==> config.mk <==
export PLATFORM = sky130hd
export DESIGN_NAME = nbp_fifo
export DESIGN_NICKNAME = d
export VERILOG_FILES = /design/src/rtl/nbp_fifo_pkg.sv /design/src/rtl/nbp_ptr.sv /design/src/rtl/nbp_band_track.sv /design/src/rtl/nbp_store.sv /design/src/rtl/nbp_fifo.sv
export SDC_FILE = /design/constraint.sdc
export NUM_CORES = 1
export LEC_CHECK = 0
export BUFFER_PORTS_ARGS = -buffer_cell sky130_fd_sc_hd__buf_2
export CAP_MARGIN = 15
export CORE_MARGIN = 8
export CORE_UTILIZATION = 25
export CTS_CLUSTER_SIZE = 30
export DETAILED_ROUTE_END_ITERATION = 10
export HOLD_SLACK_MARGIN = 0.15
export PLACE_DENSITY = 0.38
export SLEW_MARGIN = 30
export SYNTH_ARGS = -nofsm -noshare
export SYNTH_HDL_FRONTEND = slang
export SYNTH_SLANG_ARGS = --single-unit
export TNS_END_PERCENT = 50
==> constraint.sdc <==
create_clock -name clk -period 4.65 [get_ports clk]
set_input_delay 0.93 -clock clk [delete_from_list [all_inputs] [get_ports clk]]
set_output_delay 0.93 -clock clk [all_outputs]
set_load 0.01 [all_outputs]
==> src/rtl/nbp_fifo_pkg.sv <==
package nbp_fifo_pkg;

  // Classification of the two top bits of the pointer difference.
  typedef enum logic [1:0] {
    BAND_LOW  = 2'b00,
    BAND_RISE = 2'b01,
    BAND_FALL = 2'b10,
    BAND_TOP  = 2'b11
  } band_e;

  function automatic band_e band_of(input logic [1:0] top_bits);
    band_e b;
    unique case (top_bits)
      2'b01:   b = BAND_RISE;
      2'b10:   b = BAND_FALL;
      2'b11:   b = BAND_TOP;
      default: b = BAND_LOW;
    endcase
    return b;
  endfunction

endpackage

==> src/rtl/nbp_ptr.sv <==
module nbp_ptr #(
  parameter int AW = 4
) (
  input  logic          clk,
  input  logic          rst_n,
  input  logic          adv,
  output logic [AW-1:0] ptr,
  output logic [AW-1:0] ptr_next
);

  assign ptr_next = adv ? ptr + AW'(1) : ptr;

  always_ff @(posedge clk or negedge rst_n) begin
    if (!rst_n) ptr <= '0;
    else        ptr <= ptr_next;
  end

endmodule

==> src/rtl/nbp_band_track.sv <==
module nbp_band_track
  import nbp_fifo_pkg::*;
(
  input  logic       clk,
  input  logic       rst_n,
  input  logic [1:0] gap_top_next,
  output logic       near_empty,
  output logic       near_full
);

  band_e band_next;
  assign band_next = band_of(gap_top_next);

  always_ff @(posedge clk or negedge rst_n) begin
    if (!rst_n) begin
      near_empty <= 1'b1;
      near_full  <= 1'b0;
    end else begin
      case (band_next)
        BAND_RISE: begin
          near_empty <= 1'b1;
          near_full  <= 1'b0;
        end
        BAND_FALL: begin
          near_empty <= 1'b0;
          near_full  <= 1'b1;
        end
        default: begin
          near_empty <= near_empty;
          near_full  <= near_full;
        end
      endcase
    end
  end

endmodule

==> src/rtl/nbp_store.sv <==
module nbp_store #(
  parameter int AW = 4,
  parameter int DW = 8
) (
  input  logic          clk,
  input  logic          we,
  input  logic [AW-1:0] waddr,
  input  logic [DW-1:0] wdata,
  input  logic [AW-1:0] raddr,
  output logic [DW-1:0] rdata
);

  localparam int SLOTS = 1 << AW;

  logic [DW-1:0] cells [SLOTS];

  always_ff @(posedge clk) begin
    if (we) cells[waddr] <= wdata;
  end

  assign rdata = cells[raddr];

endmodule

==> src/rtl/nbp_fifo.sv <==
module nbp_fifo #(
  parameter int AW = 4,
  parameter int DW = 8
) (
  input  logic          clk,
  input  logic          rst_n,
  input  logic          wr_en,
  input  logic [DW-1:0] wr_data,
  output logic          full,
  input  logic          rd_en,
  output logic [DW-1:0] rd_data,
  output logic          empty,
  output logic [AW:0]   depth
);

  localparam int          NPTR     = 2;
  localparam int          WR_IDX   = 0;
  localparam int          RD_IDX   = 1;
  localparam logic [AW:0] DEPTH_MX = {1'b1, {AW{1'b0}}};

  // Modular difference of two narrow pointers.
  function automatic logic [AW-1:0] ptr_gap(input logic [AW-1:0] wp,
                                            input logic [AW-1:0] rp);
    return wp - rp;
  endfunction

  logic          wr_fire, rd_fire;
  logic [1:0]    step;
  logic [AW-1:0] cur [NPTR];
  logic [AW-1:0] nxt [NPTR];
  logic [AW-1:0] gap, gap_next;
  logic          gap_zero;
  logic          near_empty, near_full;

  assign wr_fire      = wr_en & ~full;
  assign rd_fire      = rd_en & ~empty;
  assign step[WR_IDX] = wr_fire;
  assign step[RD_IDX] = rd_fire;

  for (genvar g = 0; g < NPTR; g++) begin : g_ptr
    nbp_ptr #(.AW(AW)) u_ptr (
      .clk      (clk),
      .rst_n    (rst_n),
      .adv      (step[g]),
      .ptr      (cur[g]),
      .ptr_next (nxt[g])
    );
  end

  assign gap      = ptr_gap(cur[WR_IDX], cur[RD_IDX]);
  assign gap_next = ptr_gap(nxt[WR_IDX], nxt[RD_IDX]);
  assign gap_zero = (gap == '0);

  nbp_band_track u_band (
    .clk          (clk),
    .rst_n        (rst_n),
    .gap_top_next (gap_next[AW-1:AW-2]),
    .near_empty   (near_empty),
    .near_full    (near_full)
  );

  assign empty = gap_zero & near_empty;
  assign full  = gap_zero & near_full;
  assign depth = empty ? '0 : (full ? DEPTH_MX : {1'b0, gap});

  nbp_store #(.AW(AW), .DW(DW)) u_store (
    .clk   (clk),
    .we    (wr_fire),
    .waddr (cur[WR_IDX]),
    .wdata (wr_data),
    .raddr (cur[RD_IDX]),
    .rdata (rd_data)
  );

endmodule

==> summary.txt, run 1 <==
Status
  – Status: finished, final reports clean

Pwr
  – Power Density: 708.4 nW/um^2
  – Sw frac: 33.00%
  – Seq pwr share: between 30% and 40%
  – Max IR drop VDD: 0.0002280 V
  – Comb pwr share: a little under two fifths
  – P_sw: 1579 uW
  – Pint: 3206 uW
  – Pleak: approximately 0.0023 uW
  – Clock Power Share: between 20 and 30%
  – Final Power: about 4800 uW

CTS
  – Clock buffer depth: 2
  – Reg clk slew, reported paths: roughly 60 ps
  – Clock Tree Root: clkbuf_16
  – CTS resizes: 0
  – # clock sinks: approximately 140
  – CTS Buf Count: 17
  – CTS tree: done
  – Post-CTS setup buffers: 0
  – Clock latency on the worst-skew pair: between 400 and 500 ps
  – H-tree levels: 4
  – Hold_buf cts: 0

Cells and area
  – Nets@finish: approximately 340
  – Layout cells sized above 1: 35.19%
  – Sequential cell area: roughly 4100 sq um
  – Finished Cell Area: between 6000 and 7000 sq um
  – Area of the multi-input gates: approximately 1500 sq um
  – Final Util: a little under a third
  – Fill cells: 2,154
  – Ant. Diodes: 0
  – Synthesis-to-finish area growth: 18.89%

GRT
  – Vias in the first global route: around 2,800
  – Initial antenna violation count: 0
  – Gr ovfl total: 0
  – Largest net degree at the start of global routing: 36
  – First-pass GRT wire length: ~18 mm
  – Total GRT Usage: 9.006%

Worst setup path
  – CP endpoint kind: flip-flop
  – Worst Path Max Fanout: 4
  – CP arrival: between 4000 and 5000 ps
  – CP startpoint kind: flip-flop
  – CP Data Required Time: ~4900 ps
  – Critical path class: flip-flop to flip-flop

Detailed routing
  – Drt pass-1 iters: 4
  – Drt total wl: ~12 mm
  – Drt drc: 0
  – Vias per cell: about 4.3
  – Initial drt markers: between 150 and 200
  – Routed Antenna Nets: 0
  – WL/cell: around 19 um
  – Vias: ~2,600

Synthesis
  – Post-synth EDFFs: about 130
  – Netlist area before placement: roughly 5700 sq um
  – Yosys warns: 0
  – Ys async rst share: between 7 and 8%
  – Syn avg cell area: 20.81 sq um
  – Netlist cell types: 36
  – Ys flop type: edfxtp_1
  – Net Count, Synth: ~300
  – Seq/Total Area, Yosys: 72.08%
  – Synth Instances: about 270
  – Synth Register Bits: 138

Timing
  – Slew margin rel.: ~37%
  – Final min period: around 3800 ps
  – Setup violators final: 0
  – F_max: about 0.26 GHz
  – Fin. max-slew vios: 0
  – Period utilisation layout: 81.79%
  – Hold Vio Cnt, Final: 0
  – Slew @ Worst Pin: ~940 ps
  – Setup TNS: 0 ps
  – Post-route clock skew: between 7 and 8 ps
  – WHS: 390.0 ps
  – RSZ-0062 raised after global routing: no

Die
  – Die height: approximately 170 um
  – Initial core utilization: about a quarter
  – DIE WIDTH: approximately 170 um
  – Core Area: 22,500 sq um
  – FP Rows: 55
  – # IOs: 27
  – Die ar.: 27,810 sq um

Placement
  – Placed inst area: slightly above 6000 sq um
  – HPWL after DPL: between 8 and 9 mm
  – Placer Congestion: 0.6703
  – IO buf count: 26

Hold path
  – Hold WC Path Type: input pin to async pin

Run
  – Maxcap violations: 0
[power groups by stage]
stage,sequential [uW],combinational [uW],clock (uW)
global placement,1660,1810,0
floorplan,1600,1350,0
CTS,1640,1840,1390
finish,1640,1780,1360
detailed placement,1670,1840,0
global route,1660,1950,1430
[worst max-delay path: stages, from the launching register on]
cell and delay (ps):
dfrtp_1 400, inv_1 150, ha_1 190, inv_1 50
fa_1 370, xor2_1 180, nor3_2 270, a41o_1 330
mux2i_1 270, ha_1 290, a21oi_4 150, maj3_2 200
xor2_1 230, ha_1 310, mux2_2 290
[metrics by stage]
step | instances | worst slack (ps)
after floorplan | 273 | 682.8
after CTS | 609 | 833.5
after global routing | 609 | 582.0
after global placement | 578 | 955.5
after detailed placement | 578 | 850.6
final | 609 | 846.9
[final cells by class]
type	count	area share (%)
Timing Repair Buffer	32	2.593
Sequential cell	138	60.64
Clock inverter	12	2.463
Tap cell	285	5.279
Clock buffer	19	6.409
Multi-Input combinational cell	111	21.95
Inverter	12	0.6668
[kinds of logic (layout without fill, tap and decap cells)]
| family | count (synthesis) | in the layout | synth area share [%] |
|---|---|---|---|
| AOI/OAI and AO/OA | 7 | 7 | 1.343 |
| muxes | 42 | 42 | 16.23 |
| xor gates and xnor gates | 12 | 12 | 2.246 |
| buffers and inverters | 24 | 75 | 1.872 |
| DFF | 138 | 138 | 72.08 |
| and+or+nand+nor | 37 | 37 | 3.259 |
| adders and majority gates | 13 | 13 | 2.973 |
[state kept, by name, indices dropped and copies added, names as in the netlist]
name,flops
u_store.cells,128
g_ptr.u_ptr.ptr,8
u_band.near_empty,1
u_band.near_full,1
[synthesized netlist by cell type (3+ instances only)]
| master | count | area share, % |
|---|---|---|
| nand2_1 | 7 | 0.46 |
| mux4_2 | 40 | 16 |
| nor2_1 | 13 | 0.86 |
| dfrtp_1 | 9 | 4.0 |
| xnor2_1 | 4 | 0.62 |
| inv_1 | 11 | 0.73 |
| edfxtp_1 | 128 | 68 |
| nand3_1 | 3 | 0.26 |
| buf_2 | 4 | 0.35 |
| clkbuf_1 | 6 | 0.40 |
| nor3_1 | 4 | 0.35 |
| ha_1 | 11 | 2.4 |
| xnor2_2 | 3 | 0.86 |
| xor2_1 | 5 | 0.77 |
[routing by layer]
layer	track usage, %	share of wire [%]	vias up
met5	0	0	-
met4	3.995	1.6	0
met3	2.009	3.7	12
met2	14.45	49	49
met1	11.51	45	1353
li1	-	-	1180
[cells in the final DEF (no fill, tap or decap), drive strengths merged]
cell type,n
nand3,3
nand4,1
fa,1
mux2i,1
clkbuf,19
dfrtp,9
buf,32
xnor2,7
inv,15
nor3,5
clkinv,4
nand2,7
mux2,1
and3,2
nor2,13
bufinv,3
xor2,5
nand2b,3
dfstp,1
a41oi,1
a21o,1
edfxtp,128
a41o,1
maj3,1
nand3b,1
mux4,40
ha,11
o21ai,2
and2,1
nor2b,1
clkinvlp,2
a21oi,2
[path summary, 6_finish.rpt]
check | start | end | slack [ps] | cells after the start
setup / recovery | g_ptr[0].u_ptr.ptr[0] | u_band.near_full | 850 | 14
max in group asynchronous | rst_n | u_band.near_empty | 4000 | 1
setup reg to reg | g_ptr[0].u_ptr.ptr[0] | u_band.near_full | 850 | 14
hold / removal | rst_n | u_band.near_full | 390 | 1
hold reg to reg | u_band.near_empty | u_band.near_empty | 520 | 2
min in group clk | u_band.near_empty | u_band.near_empty | 520 | 2
Note: power is estimated with default switching activity, not from simulation.
==> run 2, diff against run 1 <==
Settings changed: PLACE_DENSITY 0.38 to 0.4.
Clock period 4.65 ns to 3.3 ns, I/O delays scaled along.
==> run 2 against run 1 <==
Compared with the run above: the run now ends with negative setup slack left; sequential share of layout area fell by 4.2 points; register-to-register slack got worse by 890 ps; wire length grew 7.6%; critical path type unchanged; critical endpoint unchanged; largest power group unchanged.
==> summary.txt, run 2 (same netlist as run 1, synthesis figures left out) <==
Status
  – Status: finished with violations
  – Violated checks: negative setup slack

CTS
  – Reg clk slew, reported paths: 60 ps
  – # clock sinks: ~140
  – Clock Tree Root: clkbuf_16
  – Clock latency on the worst-skew pair: between 400 and 500 ps
  – Clock buffer depth: 2
  – CTS tree: done
  – H-tree levels: 4
  – CTS Buf Count: 17

Detailed routing
  – Drt pass-1 iters: 4
  – WL/cell: a little under 20 um
  – Initial drt markers: roughly 170
  – Drt drc: 0
  – Routed Antenna Nets: 0
  – Vias: 2,793
  – Vias per cell: between 4 and 5
  – Drt total wl: 12.77 mm

Worst setup path
  – Top Family by Delay on Critical Path: adder cells
  – CP arrival: about 3600 ps
  – CP startpoint kind: flip-flop
  – CP cell instances: inv_2 -> ha_4 -> inv_2 -> fa_2 -> xor2_4 -> nor3_4 -> buf_6 -> a41oi_4 -> buf_4 -> xnor2_2 -> nand2b_4 -> a21oi_4 -> maj3_2 -> xor2_4 -> ha_4 -> mux2_4
  – CP endpoint kind: flip-flop
  – Crit path buf inv count: 4
  – CP max-delay cell: dfrtp_1
  – CP Data Required Time: about 3600 ps
  – Crit-path max cell delay: 380 ps
  – Worst Path Max Fanout: 4
  – Critical path class: flip-flop to flip-flop

Cells and area
  – Biggest regs: u_store.cells: 128 flops, g_ptr.u_ptr.ptr: 8 flops
  – Synthesis-to-finish area growth: 27.84%
  – Layout cells sized above 1: 46.85%
  – Final Util: 32.28%
  – Most common cell after layout, fill and taps aside: edfxtp_1
  – Number of flip-flops in the largest register: around 130
  – Ant. Diodes: 0
  – Nets@finish: roughly 380
  – Most frequent cells in the layout: edfxtp_1 (128), buf_4 (44), mux4_2 (40)
  – Largest reg by FF count: u_store.cells
  – Final non-filler cell total: between 600 and 700

Placement
  – Placed insts: 614
  – Dpl ws: -270.8 ps
  – Placer Congestion: approximately 0.7
  – HPWL after DPL: 8.464 mm
  – IO buf count: 26

GRT
  – Vias in the first global route: 3,100
  – Initial antenna violation count: 0
  – Largest net degree at the start of global routing: 36
  – First-pass GRT wire length: a little under 20 mm
  – Total GRT Usage: 9.806%
  – Gr ovfl total: 0

Pwr
  – Pint: approximately 5400 uW
  – Pleak: ~0.0025 uW
  – Seq pwr share: around 28%
  – P_sw: between 2000 and 3000 uW
  – Power Density: approximately 1100 nW/um^2
  – Max IR drop VDD: roughly 0.00042 V
  – Clock Power Share: between 20% and 30%
  – Comb pwr share: around 45%
  – Sw frac: 32.11%

Timing
  – Post-route clock skew: about 5.6 ps
  – Slew @ Worst Pin: ~580 ps
  – RSZ-0062 raised after global routing: yes
  – Slew margin rel.: about three fifths
  – Hold Vio Cnt, Final: 0
  – Period utilisation layout: 101.3%
  – Setup ws final: -43.53 ps
  – Setup violators final: 1
  – Fin. max-slew vios: 0
  – F_max: 0.2991 GHz
  – Final min period: around 3300 ps

Die
  – Core Area: roughly 23,000 sq um
  – FP Rows: 55
  – DIE WIDTH: roughly 170 um
  – Die ar.: 27,810 sq um
  – Initial core utilization: 25.25%
  – # IOs: 27
  – Die height: between 150 and 200 um

Hold path
  – Hold WC Path Type: flip-flop to flip-flop

Run
  – Maxcap violations: 0
[run 2: cell type report]
cell class | instances | area, sq um
Timing Repair Buffer | 73 | 495.5
Tap cell | 285 | 356.6
Sequential cell | 138 | 4096
Fill cell | 2121 | 15240
Multi-Input combinational cell | 111 | 1625
Clock inverter | 14 | 219.0
Inverter | 12 | 45.04
Clock buffer | 17 | 425.4
[run 2: per-layer routing]
| metal | vias to the layer above | track usage (%) | share of wire [%] |
|---|---|---|---|
| met1 | 1478 | 12.69 | 48 |
| met5 | - | 0 | 0 |
| li1 | 1261 | - | - |
| met2 | 38 | 15.52 | 48 |
| met4 | 0 | 4.113 | 1.6 |
| met3 | 16 | 2.388 | 2.5 |
[run 2: through the flow]
stage | hold slack (ps) | setup TNS (ps) | total power (uW) | instance area, sq um
3_3_place_gp | 484.6 | -275.0 | 5403 | 6449
6_report | 501.3 | -43.53 | 7895 | 7263
5_1_grt | 523.4 | -387.7 | 8381 | 7263
2_1_floorplan | 364.4 | -289.2 | 4245 | 5727
4_1_cts | 506.5 | -64.77 | 7808 | 7198
3_5_place_dp | 497.2 | -480.2 | 5446 | 6449
[run 2: worst paths after layout]
path                                       start                     to  slack [ps]  cells after the start
hold / removal                 u_band.near_empty      u_band.near_empty         500                      2
setup / recovery           g_ptr[0].u_ptr.ptr[0]       u_band.near_full         -40                     16
hold reg to reg                u_band.near_empty      u_band.near_empty         500                      2
max in group asynchronous                  rst_n      u_band.near_empty        2400                      2
setup reg to reg           g_ptr[0].u_ptr.ptr[0]       u_band.near_full         -40                     16
min in group asynchronous                  rst_n  g_ptr[0].u_ptr.ptr[0]         640                      2
[run 2: power groups by stage]
stage               registers (uW)  logic [uW]  clock network, uW
finish                        2250        3560               2080
global route                  2270        3900               2210
CTS                           2250        3420               2130
detailed placement            2290        3160                  0
global placement              2280        3120                  0
floorplan                     2260        1980                  0
[run 2: what timing repair did]
action | in CTS | in global routing
resized for setup | 12 | 8
hold buffers | 1 | 0
setup buffers | 4 | 0
endpoints found under the hold margin | 9 | 0
pin swaps | 8 | 1
endpoints found under the setup margin | 10 | 10
[run 2: worst register-to-register path, stage by stage (launching register included)]
cell	delay (ps)
dfrtp_1	380
inv_2	80
ha_4	120
inv_2	30
fa_2	370
xor2_4	180
nor3_4	160
buf_6	130
a41oi_4	140
buf_4	170
xnor2_2	150
nand2b_4	160
a21oi_4	60
maj3_2	340
xor2_4	170
ha_4	280
mux2_4	290
==> run 3, diff against run 2 <==
Settings changed: CORE_UTILIZATION 25 to 30, PLACE_DENSITY 0.4 to 0.45.
==> run 3 against run 2 <==
Compared with the run above: the run still ends with negative setup slack left; sequential share of layout area rose by 0.64 points; power down 2.2%; first-iteration DRC count increased by 11%; worst setup slack lost 32 ps; die area fell by 15%; register-to-register slack got worse by 30 ps; count of clock-buffer cells in the layout unchanged; critical path type unchanged; final cell count down 6.0%; cell area down 1.1%.
==> summary.txt, run 3 (same netlist as run 1, synthesis figures left out) <==
CTS
  – Clock buffer depth: 2
  – # clock sinks: 138
  – CTS tree: done
  – H-tree levels: 4
  – CTS Buf Count: 17
  – Clock latency on the worst-skew pair: approximately 420 ps
  – Reg clk slew, reported paths: about 60 ps
  – Clock Tree Root: clkbuf_16

Timing
  – RSZ-0062 raised after global routing: yes
  – Period utilisation layout: 102.3%
  – F_max: around 0.3 GHz
  – Final min period: between 3000 and 4000 ps
  – Post-route clock skew: just under 8 ps
  – Setup TNS: -75.93 ps
  – Slew @ Worst Pin: between 500 and 600 ps
  – Setup ws final: -75.93 ps
  – Hold Vio Cnt, Final: 0
  – Fin. max-slew vios: 0
  – Slew margin rel.: between 60% and 70%
  – Setup violators final: 1

Hold path
  – Hold WC Path Type: flip-flop to flip-flop
  – Hold worst-path end: u_band.near_empty
  – Hold path cells: 2
  – HP Start: u_band.near_empty

Die
  – FP Rows: 50
  – Die height: 153.6 um
  – Core Area: ~19,000 sq um
  – DIE WIDTH: roughly 150 um
  – Initial core utilization: 30.48%
  – # IOs: 27
  – Die ar.: ~24,000 sq um

GRT
  – Gr ovfl total: 0
  – Total GRT Usage: a little under an eighth
  – First-pass GRT wire length: about 19 mm
  – Vias in the first global route: between 3,000 and 4,000
  – Initial antenna violation count: 2
  – Largest net degree at the start of global routing: 36

Pwr
  – Pint: about 5300 uW
  – Pleak: between 0.002 and 0.003 uW
  – Power Density: ~1100 nW/um^2
  – Sw frac: 31.32%
  – Comb pwr share: 45.7%
  – Max IR drop VDD: 0.0005064 V
  – P_sw: ~2400 uW
  – Seq pwr share: just under 30%
  – Clock Power Share: 25.2%

Detailed routing
  – Drt drc: 0
  – Wire length on met2: between 6 and 7 mm
  – Initial drt markers: between 150 and 200
  – Vias: about 2,900
  – Vias per cell: 4.668
  – Max layer used: met5
  – Drt pass-1 iters: 4
  – Met3 wire len: between 300 and 400 um
  – Routed Antenna Nets: 0
  – Drt total wl: approximately 13 mm
  – Wire length on met1: slightly below 6 mm
  – WL/cell: slightly above 20 um

Run
  – Maxcap violations: 0

Cells and area
  – Largest reg by FF count: u_store.cells
  – Layout cells sized above 1: 46.15%
  – Most common cell after layout, fill and taps aside: edfxtp_1
  – Synthesis-to-finish area growth: 26.40%
  – Ant. Diodes: 0
  – Nets@finish: 389
  – Most frequent cells in the layout: edfxtp_1 (128), buf_4 (52), mux4_2 (40)
  – Biggest regs: u_store.cells: 128 flops, g_ptr.u_ptr.ptr: 8 flops
  – Number of flip-flops in the largest register: about 130

Placement
  – HPWL after DPL: between 8 and 9 mm
  – Dpl ws: -229.1 ps
  – IO buf count: 26
  – Placer Congestion: ~0.74

Status
  – Violated checks: negative setup slack
  – Status: finished with violations

Worst setup path
  – Reg2reg setup slack: -80 ps
  – CP arrival: approximately 3700 ps
  – CP Data Required Time: between 3000 and 4000 ps
  – Critical path class: flip-flop to flip-flop
  – Worst Path Max Fanout: 3
  – Reg2Reg Depth: 12
  – CP endpoint kind: flip-flop
  – Worst r2r src: g_ptr[1].u_ptr.ptr[0]
  – CP startpoint kind: flip-flop
  – FF-to-FF End: u_band.near_full
run 3: changes by cell type in the layout (fill, tap and decap cells not counted), sizes merged:
cell | previous run | this run
clkinv | 5 | 8
clkinvlp | 0 | 1
bufinv | 5 | 4
buf | 71 | 83
inv | 16 | 13
run 3: what timing repair did:
| action | in CTS | in global routing |
|---|---|---|
| resized for setup | 8 | 5 |
| hold buffers | 1 | 0 |
| endpoints found under the setup margin | 10 | 10 |
| pin swaps | 7 | 1 |
| setup buffers | 15 | 1 |
| hold endpoints to repair | 9 | 0 |
run 3: power by group through the flow:
stage / registers (uW) / logic, uW / clock network (uW)
floorplan: 2260 / 1980 / 0
global placement: 2280 / 3070 / 0
detailed placement: 2290 / 3100 / 0
CTS: 2250 / 3430 / 1990
global route: 2270 / 3850 / 2050
finish: 2250 / 3530 / 1940
run 3: stage by stage:
step	instance area, sq um	power [uW]	hold WS [ps]	instances	util [%]
5_1_grt	7182	8171	503.2	611	38.52
3_3_place_gp	6400	5350	486.4	565	34.33
2_1_floorplan	5727	4245	364.4	273	-
6_report	7182	7721	497.1	611	38.52
4_1_cts	7159	7670	498.7	612	38.40
3_5_place_dp	6400	5387	490.8	565	34.33
run 3: worst max-delay path by stage:
stage | from | to | slack (ps) | depth (start not counted)
CTS | g_ptr[1].u_ptr.ptr[0] | u_band.near_full | -90 | 12
global placement | g_ptr[0].u_ptr.ptr[0] | u_band.near_full | -160 | 14
detailed placement | g_ptr[0].u_ptr.ptr[0] | u_band.near_full | -230 | 14
finish | g_ptr[1].u_ptr.ptr[0] | u_band.near_full | -80 | 12
floorplan | g_ptr[0].u_ptr.ptr[0] | u_band.near_full | -240 | 14
global route | g_ptr[0].u_ptr.ptr[0] | u_band.near_full | -210 | 14
run 3: worst max-delay path, stage by stage (launching register included):
cell	delay [ps]
dfrtp_2	430
ha_4	170
inv_2	50
fa_2	450
nor3_4	260
a41o_1	270
mux2i_2	260
ha_2	220
a21oi_4	50
maj3_2	330
xor2_2	170
ha_4	290
mux2_2	320
run 3: per-layer routing:
metal | global-route usage [%] | vias to the layer above
met4 | 4.480 | 4
met5 | 0 | -
met2 | 18.05 | 39
met3 | 3.335 | 15
li1 | - | 1284
met1 | 14.15 | 1510
run 3: final cells by class:
type / count / area (sq um)
Timing Repair Buffer: 85 / 600.6
Multi-Input combinational cell: 111 / 1543
Fill cell: 1721 / 11460
Clock inverter: 14 / 178.9
Clock buffer: 17 / 425.4
Inverter: 12 / 45.04
Sequential cell: 138 / 4096
Tap cell: 234 / 292.8
